**config.mk**
```make
export PLATFORM = sky130hd
export DESIGN_NAME = rr_slot_arb
export DESIGN_NICKNAME = d
export VERILOG_FILES = /design/src/rtl/rr_slot_arb.sv
export SDC_FILE = /design/constraint.sdc
export NUM_CORES = 1
export LEC_CHECK = 0
export BUFFER_PORTS_ARGS = -buffer_cell sky130_fd_sc_hd__buf_2
export CORE_MARGIN = 2
export CORE_UTILIZATION = 55
export CTS_BUF_LIST = sky130_fd_sc_hd__clkbuf_16
export DETAILED_ROUTE_END_ITERATION = 10
export GPL_ROUTABILITY_DRIVEN = 0
export PLACE_DENSITY = 0.77
export SLEW_MARGIN = 15
export SYNTH_ARGS = -nofsm -noshare
export SYNTH_HDL_FRONTEND = slang
export SYNTH_SLANG_ARGS = --single-unit
```
**constraint.sdc**
```tcl
create_clock -name clk -period 2.5 [get_ports clk]
set_input_delay 0.375 -clock clk [delete_from_list [all_inputs] [get_ports clk]]
set_output_delay 0.375 -clock clk [all_outputs]
set_load 0.03 [all_outputs]
```
**src/rtl/rr_slot_arb.sv**
```systemverilog
module rr_slot_arb #(
  parameter int N      = 4,
  parameter int RD_LEN = 26,
  parameter int WR_LEN = 37
) (
  input  logic         clk,
  input  logic         rst_n,
  input  logic [N-1:0] req,
  input  logic [N-1:0] req_wr,
  input  logic         ref_busy,
  input  logic         pup_wait,
  output logic [N-1:0] grant,
  output logic         cyc_start,
  output logic         idle
);
  localparam int IW = (N > 1) ? $clog2(N) : 1;
  localparam int CW = $clog2(WR_LEN + 1);
  localparam logic [CW-1:0] DEC_AT = CW'(RD_LEN - 1);

  logic          run;
  logic [CW-1:0] cnt, len;
  logic [N-1:0]  pend_g;
  logic          pend_wr;
  logic [IW-1:0] ptr;

  logic          win_any;
  logic [IW-1:0] win_idx;
  logic [N-1:0]  win_g;
  int            j;

  always_comb begin
    win_any = 1'b0;
    win_idx = '0;
    j       = 0;
    for (int k = 0; k < N; k++) begin
      j = int'(ptr) + k;
      if (j >= N) j = j - N;
      if (!win_any && req[j]) begin
        win_any = 1'b1;
        win_idx = IW'(j);
      end
    end
  end

  assign win_g = win_any ? (N'(1) << win_idx) : '0;

  logic          dec, fin, hold;
  logic [N-1:0]  nxt_g;
  logic          nxt_wr;

  assign dec    = run && (cnt == DEC_AT);
  assign fin    = !run || (cnt == len - CW'(1));
  assign hold   = ref_busy || pup_wait;
  assign nxt_g  = dec ? win_g : pend_g;
  assign nxt_wr = dec ? (win_any && req_wr[win_idx]) : pend_wr;

  always_ff @(posedge clk) begin
    if (!rst_n) begin
      run       <= 1'b1;
      cnt       <= '0;
      len       <= CW'(RD_LEN);
      pend_g    <= '0;
      pend_wr   <= 1'b0;
      ptr       <= '0;
      grant     <= '0;
      idle      <= 1'b1;
      cyc_start <= 1'b0;
    end else begin
      cyc_start <= 1'b0;
      if (dec) begin
        pend_g  <= win_g;
        pend_wr <= win_any && req_wr[win_idx];
        if (win_any) ptr <= (win_idx == IW'(N - 1)) ? '0 : win_idx + IW'(1);
      end
      if (fin) begin
        if (hold) begin
          run   <= 1'b0;
          grant <= '0;
          idle  <= 1'b0;
        end else begin
          run       <= 1'b1;
          cnt       <= '0;
          len       <= nxt_wr ? CW'(WR_LEN) : CW'(RD_LEN);
          grant     <= nxt_g;
          idle      <= ~|nxt_g;
          cyc_start <= 1'b1;
        end
      end else begin
        cnt <= cnt + CW'(1);
      end
    end
  end
endmodule

```
==> metrics.txt, run 1 <==
antenna violations before repair=0; HPWL Detailed=1.917 mm; RSZ-0062 raised after global routing=false; NumNets Final=188; number of diodes=0; Hold Crit Endpoint=run; dominant cells by area after synthesis=dfxtp_1 (35%), ha_1 (7.9%), nor2b_1 (5.5%); H-tree depth=1; Mapped Area=1260 um^2; CP Data Arrival Time=2.26 ns; antenna viol nets, final=0; R2R cell count=8; post-layout worst setup margin=0.4223 ns; Worst-Margin Slew=0.5541 ns; Slew Viols, Final=0; share of the synthesized area in the top cell type=0.3496; skew final=0.004484 ns; most frequent cell after synthesis=dfxtp_1; Final Setup Violations=0; Post-Route WL=2.552 mm; worst path buffer plus inverter count=1; Synthesized Nets=169; clk sinks=22; worst skew pair latency=0.26 ns; Rows=17; Post-CTS Hold Fix Bufs=0; worst path cell trace=nor2b_1 -> nor4_1 -> or2_1 -> inv_1 -> ha_1 -> o41ai_1 -> o21ai_0 -> o211ai_1; outcome=finished clean; worst hold path startpoint=rst_n; dpl ws=0.2438 ns; largest net degree at the start of global routing=21; drc violations=0; # fillers=201; CTS tree=yes; Hold Path Class=in -> reg; Layout Cells excl Fill=195; Worst-path clk slew=0.06 ns; sequential fraction of the synthesis area=0.3496; Layout area overhead=16.39%; fraction of registers with async set/reset=0; Critical R2R Capture=idle; Pre-antenna DRT Iters=4; Port Buf Inserts=17; PwrDens=593.4 nW/um^2; r2r setup slk=0.42 ns; crit start category=flop; DR vias=1,118; post-DR wirelength/cell=13.09 um; final instance area=1466 um^2; EDFF count, synth=0; drt first-iter violations=15; Synth Flop Type=dfxtp_1; die area=2689 um^2; peak supply drop=415.2 uV; Worst Path Required=2.68 ns; Period minus WS final=2.078 ns; Global Route Usage Sum=0.2118; Setup TNS Final=0 ns; CP endpoint kind=flop; clock tree buffer depth=2; Crit-path slowest cell=o41ai_1; PostCTS Resize Cnt=0; Cell variety after synth=45; Placed Area=1361 um^2; Max Fclk=481.3 MHz; Hold Crit Depth=2; relative slew slack=0.6306; WHS=0.4323 ns; CP Class=reg -> reg; #FFs+latches synth=22; FF/Latch Area=440.4 um^2; Starting Density=0.5751; vias in the first global route=977; CTS root buffer=clkbuf_16; die width=51.86 um; Cells after DPL=191; Core ar.=2191 um^2; Synth Instances=149; layout cells sized above 1=0.1557; Max Cap Viol=0; Avg Inst Size Synth=8.456 um^2; post-synth top area cell=dfxtp_1; total grt overflow=0; Yosys warnings=0; Post-synth top cells=dfxtp_1 (22), nand2_1 (14), nor2b_1 (11); first-pass GRT wire length=4.222 mm; I/O pin count=18; area of the multi-input gates=774.5 um^2; final hold viol count=0; worst-path fanout max=5; period utilization=0.8311; slowest stage delay, CP=0.36 ns; die height=51.86 um; Crit Reg-Reg Startpoint=ptr[0]; post-CTS setup buffers=0; Leak Pwr=0.6249 nW; CP delay by family, top=simple AND/OR/NAND/NOR gates; vias per cell=5.733; CTS Buf Count=3
==> final cells by class <==
| class | instances | area share |
|---|---|---|
| repair buffers | 17 | 0.05802 |
| inverters | 7 | 0.01792 |
| well taps | 28 | 0.02389 |
| multi-input cells | 117 | 0.5282 |
| clock buffers | 3 | 0.05119 |
| flip-flops and latches | 22 | 0.3003 |
| clock inverters | 1 | 0.02048 |
==> logic make-up (layout without fill, tap and decap cells) <==
logic type | count (synthesis) | in the layout | synth area share
adders and majority gates | 8 | 8 | 0.07945
DFF | 22 | 22 | 0.3496
buffers and inverters | 10 | 28 | 0.03576
and+or+nand+nor | 70 | 70 | 0.3029
AOI/OAI and AO/OA | 37 | 37 | 0.2185
xor gates and xnor gates | 2 | 2 | 0.01391
==> registers in the layout, summed over array words and instances (netlist names) <==
register   cells
cnt            6
grant          4
pend_g         4
len            2
ptr            2
cyc_start      1
idle           1
pend_wr        1
run            1
==> worst max-delay path by stage <==
stage	to	start	slack [ns]	cells after the start
3_5_place_dp	idle	req[2]	0.24	9
6_report	idle	ptr[0]	0.42	8
3_3_place_gp	grant[0]	req[2]	0.35	10
5_1_grt	cnt[5]	len[2]	0.20	8
2_1_floorplan	idle	req[2]	0.57	8
4_1_cts	cnt[0]	len[2]	0.44	8
==> stage by stage <==
step	util	power, W
3_3_place_gp	0.6214	0.0004308
3_5_place_dp	0.6214	0.0004340
5_1_grt	0.6693	0.0009028
2_1_floorplan	-	0.0004130
4_1_cts	0.6693	0.0008772
6_report	0.6693	0.0008701
==> metal layers <==
metal,vias up,GRT usage,wire length (um)
li1,568,-,-
met1,520,0.2572,1209
met2,25,0.3565,1214
met3,5,0.04310,83
met4,0,0.09649,44
met5,-,0,0
==> placed cells by master, fill, tap and decap left out, types with 3 or more instances in the layout <==
cell        n
dfxtp_1    22
buf_2      17
nand2_1    14
nor2b_1    11
nor2_1     10
a21oi_1     9
ha_1        8
inv_1       7
nand3_1     7
and3_1      5
o31ai_1     5
and2_1      5
o21ai_0     4
or3_1       3
clkbuf_16   3
==> where the power goes <==
part / internal, W / switching [W] / total [W]
logic: 0.0000292 / 0.0000365 / 0.0000658
clock network: 0.000318 / 0.000126 / 0.000443
registers: 0.000355 / 0.00000618 / 0.000361
Power figures use the tool's default switching activity.
==> inputs of run 2 (changes only) <==
--- a/config.mk
+++ b/config.mk
@@ -7,11 +7,11 @@
 export LEC_CHECK = 0
 export BUFFER_PORTS_ARGS = -buffer_cell sky130_fd_sc_hd__buf_2
 export CORE_MARGIN = 2
-export CORE_UTILIZATION = 55
+export CORE_UTILIZATION = 50
 export CTS_BUF_LIST = sky130_fd_sc_hd__clkbuf_16
 export DETAILED_ROUTE_END_ITERATION = 10
 export GPL_ROUTABILITY_DRIVEN = 0
-export PLACE_DENSITY = 0.77
+export PLACE_DENSITY = 0.74
 export SLEW_MARGIN = 15
 export SYNTH_ARGS = -nofsm -noshare
 export SYNTH_HDL_FRONTEND = slang
==> constraint.sdc (replaced) <==
create_clock -name clk -period 1.8 [get_ports clk]
set_input_delay 0.27 -clock clk [delete_from_list [all_inputs] [get_ports clk]]
set_output_delay 0.27 -clock clk [all_outputs]
set_load 0.03 [all_outputs]
==> run 2 against run 1 <==
  * The flow now finishes with violations (negative setup slack)
  * Combinational power rose to 2.6 times the previous value
  * Non-clock buffer count grew 32
  * Utilization increased by 16 points
  * Wire length up 58%
  * Sequential share of layout area decreased by 7.9 points
  * Count of clock-buffer cells in the layout unchanged
  * Sequential cell count is the same
  * Clock skew fell by 0.00089 ns
  * Critical path type unchanged
  * Largest power group unchanged
==> metrics.txt, run 2 (synthesis results as in run 1) <==
outcome=complete, but fails checks; violated checks=negative setup slack; Port Buf Inserts=17 (unchanged); dpl ws=-0.2698 ns (-0.5136 ns); GR Layer Usage met1=0.2913 (+0.03412); most common cell after layout, fill and taps aside=buf_4; Post-Route WL=4.026 mm (+58%); Hold Crit Depth=2 (unchanged); drt first-iter violations=32 (+17); Max Cap Viol=0 (unchanged); met3 usage=0.04444 (+0.001341); Layout Cells excl Fill=229 (+17%); Starting Density=0.5180 (-0.05710); commonest cells after routing, fill and taps aside=buf_4 (22), dfxtp_1 (18), buf_2 (17); NumNets Final=220 (+17%); HPWL Detailed=2.304 mm (+20%); period utilization=1.097 (+0.2663); total grt overflow=0 (unchanged); clk sinks=22 (unchanged); max reg flops=6 (unchanged); Rows=18 (+1); CP Data Arrival Time=2.17 ns (-0.09 ns); Layout area overhead=60.87%; clock tree buffer depth=2 (unchanged); busiest grt layer=met2; Hold Crit Endpoint=run; CTS tree=yes; final hold viol count=0 (unchanged); post-DR wirelength/cell=17.58 um (+34%); Leak Pwr=0.8326 nW (+33%); fin util=0.8333 (+0.1640); Period minus WS final=1.975 ns (-0.1024 ns); die width=54.20 um (+4.5%); largest registers=cnt (6), grant (4), pend_g (4); CTS Buf Count=3 (unchanged); DR vias=1,354 (+21%); Pre-antenna DRT Iters=5 (+1); first-pass GRT wire length=5.664 mm (+34%); peak supply drop=703.9 uV (+70%); Hold Path Class=in -> reg; die area=2938 um^2 (+9.2%); vias in the first global route=1,265 (+29%); antenna viol nets, final=0 (unchanged); Top reg by flops=cnt; CTS root buffer=clkbuf_16; Crit-path slowest cell=dfxtp_4; Slew Viols, Final=0 (unchanged); PwrDens=641.1 nW/um^2 (+8.0%); worst skew pair latency=0.26 ns (about the same); vias per cell=5.913 (+3.1%); CP Class=reg -> reg; Global Route Usage Sum=0.2758 (+0.06405); Critical R2R Capture=grant[2]; Tot Pwr=0.001299 W (+49%); Core ar.=2432 um^2 (+11%); slowest stage delay, CP=0.38 ns (+0.02 ns); skew final=0.003591 ns (-0.0008929 ns); worst path cell trace=nor2b_4 -> buf_6 -> nor2_1 -> o32a_1 -> ha_2 -> and3_4 -> a21oi_2 -> o31ai_2 -> and2_1; Final Setup Violations=11 (+11); die height=54.20 um (+4.5%); crit start category=flop; Setup TNS Final=-0.9632 ns (-0.9632 ns); Worst Path Required=2.00 ns (-0.68 ns); R2R cell count=9 (+1); worst path buffer plus inverter count=1 (unchanged); layout cells sized above 1=0.5025 (+0.3468); worst hold path startpoint=rst_n; CP endpoint kind=flop; relative slew slack=0.7198 (+0.08921); r2r setup slk=-0.18 ns (-0.60 ns); drc violations=0 (unchanged); Worst-Margin Slew=0.4188 ns (-0.1354 ns); I/O pin count=18 (unchanged); Worst-path clk slew=0.06 ns (about the same); post-layout worst setup margin=-0.1753 ns (-0.5976 ns); RSZ-0062 raised after global routing=true; antenna violations before repair=0 (unchanged); CP delay by family, top=compound AO/OA/AOI/OAI gates; Cells after DPL=219 (+15%); # fillers=137 (-32%); worst-path fanout max=4 (-1); Max Fclk=506.3 MHz (+5.2%); Post-CTS Hold Fix Bufs=0 (unchanged); GR Layer Usage met2=0.5221 (+0.1655); number of diodes=0 (unchanged); H-tree depth=1 (unchanged); largest net degree at the start of global routing=21 (unchanged); Crit Reg-Reg Startpoint=ptr[0]
==> run 2: cell count changes in the layout (fill, tap and decap cells not counted), sizes merged <==
cell / before / now
buf: 17 / 49
==> run 2: layout make-up <==
cell class | instances | area (um^2) | area share
multi-input cells | 117 | 1047 | 0.5167
flip-flops and latches | 22 | 447.9 | 0.2210
repair buffers | 49 | 362.8 | 0.1790
clock buffers | 3 | 75.07 | 0.03704
well taps | 30 | 37.54 | 0.01852
clock inverters | 1 | 30.03 | 0.01481
inverters | 7 | 26.28 | 0.01296
==> run 2: power breakdown <==
group	switching, W	internal [W]
clock network	0.000191	0.000442
logic	0.0000880	0.0000836
registers	0.00000384	0.000491
total	0.000283	0.00102
==> run 2: routing by layer <==
metal,up-vias,part of all wire
met1,656,0.38
met2,45,0.53
met3,14,0.058
met4,0,0.032
met5,-,0
li1,639,-
==> run 2: worst register-to-register path: cells and delay by family (launching register included) <==
family,cells,cell delay (ns)
adders and majority gates,1,0.29
AOI/OAI and AO/OA,3,0.58
and+or+nand+nor,4,0.56
buffers and inverters,1,0.11
DFF,1,0.38
==> run 2: how the worst max path moves through the flow <==
stage,start,end,cells past startpoint
after global routing,len[2],grant[2],8
after CTS,ptr[0],len[4],7
after floorplan,len[2],grant[2],8
after detailed placement,req[2],idle,9
final,ptr[0],grant[2],9
after global placement,req[0],idle,9
==> run 2: metrics by stage <==
stage	instance area (um^2)	hold slack (ns)
after floorplan	1266	0.4737
after global placement	1565	0.4771
after detailed placement	1565	0.4762
after CTS	1848	0.3336
after global routing	2027	0.3488
final	2027	0.3356
==> run 2: repair_timing <==
action                                 in CTS  in global routing
gates resized for setup                    34                 36
setup endpoints to repair                  14                 17
cloned                                      0                  0
endpoints found under the hold margin       0                  0
buffers inserted                            4                  2
pin swaps                                  15                 15
